===== src/rtl/rlt_pkg.sv =====
package rlt_pkg;

  // Framing marks that travel with every beat.
  typedef struct packed {
    logic sop;
    logic eop;
  } rlt_mark_t;

endpackage


===== src/rtl/rlt_beat_fifo.sv =====
module rlt_beat_fifo
  import rlt_pkg::*;
#(
  parameter int DATA_W = 64,
  parameter int DEPTH  = 8
) (
  input  logic              clk,
  input  logic              rst,
  input  logic              push,
  input  logic [DATA_W-1:0] push_data,
  input  rlt_mark_t         push_mark,
  input  logic              pop,
  output logic [DATA_W-1:0] head_data,
  output rlt_mark_t         head_mark,
  output logic              empty,
  output logic              full
);

  localparam int AW = (DEPTH > 1) ? $clog2(DEPTH) : 1;
  localparam int CW = $clog2(DEPTH + 1);

  logic [DATA_W-1:0] data_mem [DEPTH];
  rlt_mark_t         mark_mem [DEPTH];
  logic [AW-1:0]     wr_ptr, rd_ptr;
  logic [CW-1:0]     level;
  logic              wr_en, rd_en;

  function automatic logic [AW-1:0] step(input logic [AW-1:0] p);
    return (p == AW'(DEPTH - 1)) ? '0 : p + AW'(1);
  endfunction

  assign full  = (level == CW'(DEPTH));
  assign empty = (level == '0);
  assign wr_en = push && !full;
  assign rd_en = pop && !empty;

  always_ff @(posedge clk) begin
    if (rst) begin
      wr_ptr <= '0;
      rd_ptr <= '0;
      level  <= '0;
    end else begin
      if (wr_en) wr_ptr <= step(wr_ptr);
      if (rd_en) rd_ptr <= step(rd_ptr);
      if (wr_en && !rd_en)      level <= level + CW'(1);
      else if (rd_en && !wr_en) level <= level - CW'(1);
    end
  end

  always_ff @(posedge clk) begin
    if (wr_en) begin
      data_mem[wr_ptr] <= push_data;
      mark_mem[wr_ptr] <= push_mark;
    end
  end

  assign head_data = data_mem[rd_ptr];
  assign head_mark = mark_mem[rd_ptr];

endmodule


===== src/rtl/rlt_ready_line.sv =====
module rlt_ready_line #(
  parameter int READY_LATENCY = 2,
  parameter int HOLDOFF       = 2
) (
  input  logic clk,
  input  logic rst,
  input  logic sink_ready,
  output logic grant,   // next cycle is a ready cycle
  output logic armed    // hold-off after reset has elapsed
);

  localparam int HW = (HOLDOFF < 1) ? 1 : $clog2(HOLDOFF + 1);

  generate
    if (READY_LATENCY <= 1) begin : g_direct
      assign grant = sink_ready;
    end else begin : g_line
      logic [READY_LATENCY-1:1] line;
      always_ff @(posedge clk) begin
        if (rst) begin
          line <= '0;
        end else begin
          line[1] <= sink_ready;
          for (int k = 2; k < READY_LATENCY; k++) line[k] <= line[k-1];
        end
      end
      assign grant = line[READY_LATENCY-1];
    end
  endgenerate

  logic [HW-1:0] wait_cnt;

  always_ff @(posedge clk) begin
    if (rst)                          wait_cnt <= '0;
    else if (wait_cnt != HW'(HOLDOFF)) wait_cnt <= wait_cnt + HW'(1);
  end

  assign armed = (wait_cnt == HW'(HOLDOFF));

endmodule


===== src/rtl/rlt_launch.sv =====
module rlt_launch
  import rlt_pkg::*;
#(
  parameter int DATA_W = 64
) (
  input  logic              clk,
  input  logic              rst,
  input  logic              grant,
  input  logic              armed,
  input  logic              q_empty,
  input  logic [DATA_W-1:0] q_data,
  input  rlt_mark_t         q_mark,
  output logic              pop,
  output logic              tx_valid,
  output logic [DATA_W-1:0] tx_data,
  output logic              tx_sop,
  output logic              tx_eop
);

  assign pop = grant && armed && !q_empty;

  always_ff @(posedge clk) begin
    if (rst) begin
      tx_valid <= 1'b0;
      tx_data  <= '0;
      tx_sop   <= 1'b0;
      tx_eop   <= 1'b0;
    end else begin
      tx_valid <= pop;
      if (pop) begin
        tx_data <= q_data;
        tx_sop  <= q_mark.sop;
        tx_eop  <= q_mark.eop;
      end
    end
  end

endmodule


===== src/rtl/pkt_tx_source.sv =====
module pkt_tx_source
  import rlt_pkg::*;
#(
  parameter int DATA_W        = 64,
  parameter int DEPTH         = 8,
  parameter int READY_LATENCY = 2,
  parameter int HOLDOFF       = 2
) (
  input  logic              clk,
  input  logic              rst,
  input  logic [DATA_W-1:0] in_data,
  input  logic              in_sop,
  input  logic              in_eop,
  input  logic              in_push,
  output logic              in_full,
  input  logic              tx_ready,
  output logic              tx_valid,
  output logic [DATA_W-1:0] tx_data,
  output logic              tx_sop,
  output logic              tx_eop
);

  logic              q_empty;
  logic              q_pop;
  logic [DATA_W-1:0] q_data;
  rlt_mark_t         q_mark;
  rlt_mark_t         in_mark;
  logic              grant;
  logic              armed;

  assign in_mark = '{sop: in_sop, eop: in_eop};

  rlt_beat_fifo #(.DATA_W(DATA_W), .DEPTH(DEPTH)) u_fifo (
    .clk       (clk),
    .rst       (rst),
    .push      (in_push),
    .push_data (in_data),
    .push_mark (in_mark),
    .pop       (q_pop),
    .head_data (q_data),
    .head_mark (q_mark),
    .empty     (q_empty),
    .full      (in_full)
  );

  rlt_ready_line #(.READY_LATENCY(READY_LATENCY), .HOLDOFF(HOLDOFF)) u_line (
    .clk        (clk),
    .rst        (rst),
    .sink_ready (tx_ready),
    .grant      (grant),
    .armed      (armed)
  );

  rlt_launch #(.DATA_W(DATA_W)) u_launch (
    .clk      (clk),
    .rst      (rst),
    .grant    (grant),
    .armed    (armed),
    .q_empty  (q_empty),
    .q_data   (q_data),
    .q_mark   (q_mark),
    .pop      (q_pop),
    .tx_valid (tx_valid),
    .tx_data  (tx_data),
    .tx_sop   (tx_sop),
    .tx_eop   (tx_eop)
  );

endmodule


===== config.mk =====
export PLATFORM = sky130hd
export DESIGN_NAME = pkt_tx_source
export DESIGN_NICKNAME = d
export VERILOG_FILES = /design/src/rtl/rlt_pkg.sv /design/src/rtl/rlt_beat_fifo.sv /design/src/rtl/rlt_ready_line.sv /design/src/rtl/rlt_launch.sv /design/src/rtl/pkt_tx_source.sv
export SDC_FILE = /design/constraint.sdc
export NUM_CORES = 1
export LEC_CHECK = 0
export BUFFER_PORTS_ARGS = -buffer_cell sky130_fd_sc_hd__buf_2
export CAP_MARGIN = 30
export CORE_AREA = 4 4 162 281
export CTS_BUF_LIST = sky130_fd_sc_hd__clkbuf_16
export DETAILED_ROUTE_END_ITERATION = 8
export DIE_AREA = 0 0 166 285
export PLACE_DENSITY = 0.73
export SETUP_SLACK_MARGIN = 0.1
export SYNTH_ARGS = -nofsm -noshare
export SYNTH_HDL_FRONTEND = slang
export SYNTH_HIERARCHICAL = 1
export SYNTH_SLANG_ARGS = --single-unit
export TNS_END_PERCENT = 10

===== constraint.sdc =====
create_clock -name clk -period 7.91 [get_ports clk]
set_input_delay 1.1865 -clock clk [delete_from_list [all_inputs] [get_ports clk]]
set_output_delay 1.1865 -clock clk [all_outputs]
set_load 0.1 [all_outputs]

==> results.json <==
{
  "status": "completed",
  "start_util_pct": 54.3,
  "synth_top_family_by_area": "multiplexers",
  "synthXorXnorAreaFrac_pct": 0.112,
  "period_share_pct": 42.0,
  "drt_pass1_iterations": 5,
  "worstPathCellList": "nor4_1 -> and3b_4 -> o41ai_2 -> ha_1 -> inv_1 -> ha_1 -> a21oi_1 -> a211oi_1 -> a31oi_1 -> mux2_2",
  "rows": 101,
  "crit_path_start": "u_fifo/level[0]$_SDFFE_PP0P_",
  "grt_pass1_vias": 11933,
  "hpwl_um": 25200,
  "drt_drc_violations_left": 0,
  "syn_area_mm2": 0.0235,
  "leakage_nw": 8.66,
  "crit_fanout": 31,
  "hold_path_class": "flip-flop to flip-flop",
  "fp.dieArea_mm2": 0.0473,
  "cts_max_level": 2,
  "synthCells": 1140,
  "ys.flop_type": "edfxtp_1",
  "cp-end-kind": "flip-flop",
  "grt_usage_pct": 19.2,
  "clkTransAtPathRegs_ns": 0.07,
  "hold_viol_final": 0,
  "yosysTopAreaCellShare_pct": 67.3,
  "slew_violations": 0,
  "core-area_mm2": 0.0433,
  "max_freq_mhz": 301,
  "ir_drop_v": 0.000163,
  "synth-seq-cells": 611,
  "synth_area_per_cell_um2": 20.7,
  "r2r_start": "u_fifo/level[0]$_SDFFE_PP0P_",
  "fin_tns_setup_ns": 0,
  "slowest_stage": "and3b_4",
  "synth_compound_area_share_pct": 0.356,
  "p_per_area_mw_per_mm2": 262,
  "viasPerCell": 5.78,
  "worst_pin_slew_ns": 0.914,
  "async_reset_ff_share_pct": 0,
  "die_w_um": 166,
  "grt_max_degree": 102,
  "cts_tree": "yes",
  "rsz0062_at_grt": "no",
  "cts_hold_buf": 0,
  "antenna_found_initial": 4,
  "finalCriticalPeriod_ns": 3.32,
  "cts_root_buffer": "clkbuf_16",
  "startpoint_type": "flip-flop",
  "synth.largest_area_cell": "edfxtp_1",
  "synth.area.top_cells": "edfxtp_1, mux4_2, dfxtp_1",
  "crit_path_max_incr_delay_ns": 0.77,
  "grt_overflow_total": 0,
  "via_count": 11005,
  "nFillCells": 3008,
  "synth_edf_count": 528,
  "synthAdderAreaFrac_pct": 0.563,
  "min_from": "u_launch/tx_data[43]$_SDFFE_PP0P_",
  "clock-sinks": 611,
  "layout-drive-gt1-share_pct": 33.2,
  "cap_viol_max_count": 0,
  "ctsResizeCount": 0,
  "synth_warnings": 6,
  "synth_seq_area_share_pct": 74.4,
  "worstPathRequired_ns": 8.36,
  "drt_iter0_drc": 762,
  "place_congestion": 0.702,
  "synth_simple_gate_area_share_pct": 4.33,
  "clk-insertion-delay-late_ns": 0.57,
  "cp_common_cell": "ha_1",
  "yosysUniqueCellTypes": 32,
  "setup_viol": 0,
  "synth_nets": 1220,
  "detail_route.wl_per_cell_um": 23.6,
  "cts_buffer_depth": 3,
  "dp_slack_ns": 4.49,
  "setup_ws_ns": 4.59,
  "final.setup_skew_ns": 0.0192,
  "slew_headroom_pct": 39.1,
  "portBuffers": 137,
  "pin_count": 138,
  "grt_pass1_wl_um": 70400,
  "worstSetupPathType": "flip-flop to flip-flop",
  "cts_setup_buffers": 0,
  "cts_buffers": 52,
  "fin_nets": 1373,
  "arrival_ns": 3.77,
  "wl_um": 44900,
  "syn2layout_area_growth_pct": 13.2,
  "muxShareOfSynthArea_pct": 18.7,
  "die_h_um": 285,
  "ant_nets": 0
}
[routing by layer]
metal  vias to the layer above  share of wire, %  track usage [%]
met2                       292                53             33.9
li1                       4847                 -                -
met4                         2               2.7             6.05
met1                      5790                39             24.6
met5                         -             0.045                0
met3                        74               4.3             2.79
[where the power goes]
group	switching, mW	total, mW	internal (mW)	leakage [nW]
combinational	0.449	0.727	0.279	2.32
sequential	0.0718	3.76	3.69	5.47
clock	1.08	2.49	1.41	0.874
total	1.60	6.98	5.38	8.66
[state kept, by name (all words and copies together) (netlist names), named ones only]
register	cells
u_launch/tx_valid	1
u_line/grant	1
u_fifo/data_mem	512
u_line/wait_cnt	2
u_fifo/mark_mem	16
u_launch/tx_sop	1
u_launch/tx_data	64
u_launch/tx_eop	1
u_fifo/level	4
u_fifo/rd_ptr	3
u_fifo/wr_ptr	3
[per-stage QoR]
step	util (%)	area, um^2	hold slack [ns]	instances	total power, mW
2_1_floorplan	-	23600	0.455	1140	4.37
3_3_place_gp	57.2	24800	0.455	1799	4.54
3_5_place_dp	57.6	25000	0.460	1805	4.57
4_1_cts	61.5	26600	0.473	1902	7.06
5_1_grt	61.5	26600	0.486	1902	7.27
6_report	61.5	26600	0.467	1904	6.98
[final timing paths]
path | to | slack, ns | cells past startpoint
max | u_fifo/level[3]$_SDFFE_PP0P_ | 4.59 | 10
min | u_launch/tx_data[43]$_SDFFE_PP0P_ | 0.47 | 2
max reg2reg | u_fifo/level[3]$_SDFFE_PP0P_ | 4.59 | 10
min reg2reg | u_launch/tx_data[43]$_SDFFE_PP0P_ | 0.47 | 2
[synth_stat cells (all sizes together) (2+ instances only)]
cell type    n
nor2b        3
a21oi        8
nor4         2
ha           9
edfxtp     528
dfxtp       83
nand2        8
mux2        67
nand2b     134
inv          3
clkbuf      30
mux2i       68
buf         32
mux4       132
nor2        13
nor3         6
xor2         2
[cells by family after synthesis]
| group | count (synthesis) |
|---|---|
| AO/OA/AOI/OAI | 12 |
| XOR/XNOR | 3 |
| adder cells (fa/ha/maj) | 10 |
| buffers and inverters | 65 |
| flip-flops | 611 |
| multiplexers | 267 |
| AND/OR/NAND/NOR | 172 |
[placed cells by master, fill, tap and decap left out, drive strengths merged, types with 3 or more instances in the layout]
cell / n
buf: 161
bufinv: 6
nand2b: 134
inv: 18
nor3: 6
nand2: 8
clkbuf: 53
ha: 9
nor2b: 3
clkinv: 23
mux2: 67
nor2: 13
a21oi: 8
mux2i: 68
dfxtp: 83
mux4: 132
edfxtp: 528
[area by class of cell]
| type | count | area [um^2] | share of cell area [%] |
|---|---|---|---|
| Antenna cell | 2 | 5.00 | 0.0188 |
| Clock buffer | 53 | 1330 | 4.98 |
| Clock inverter | 44 | 352 | 1.32 |
| Inverter | 3 | 11.3 | 0.0423 |
| Multi-Input combinational cell | 464 | 5730 | 21.5 |
| Sequential cell | 611 | 17500 | 65.8 |
| Tap cell | 566 | 708 | 2.66 |
| Timing Repair Buffer | 161 | 988 | 3.71 |
[critical path: cells and delay by family (launching register included)]
kind / cells / cell delay (ns)
AND/OR/NAND/NOR: 2 / 0.86
adder cells (fa/ha/maj): 2 / 0.58
multiplexers: 1 / 0.35
flip-flops: 1 / 0.50
buffers and inverters: 1 / 0.13
AO/OA/AOI/OAI: 4 / 0.79
(Power assumes the default switching activity.)
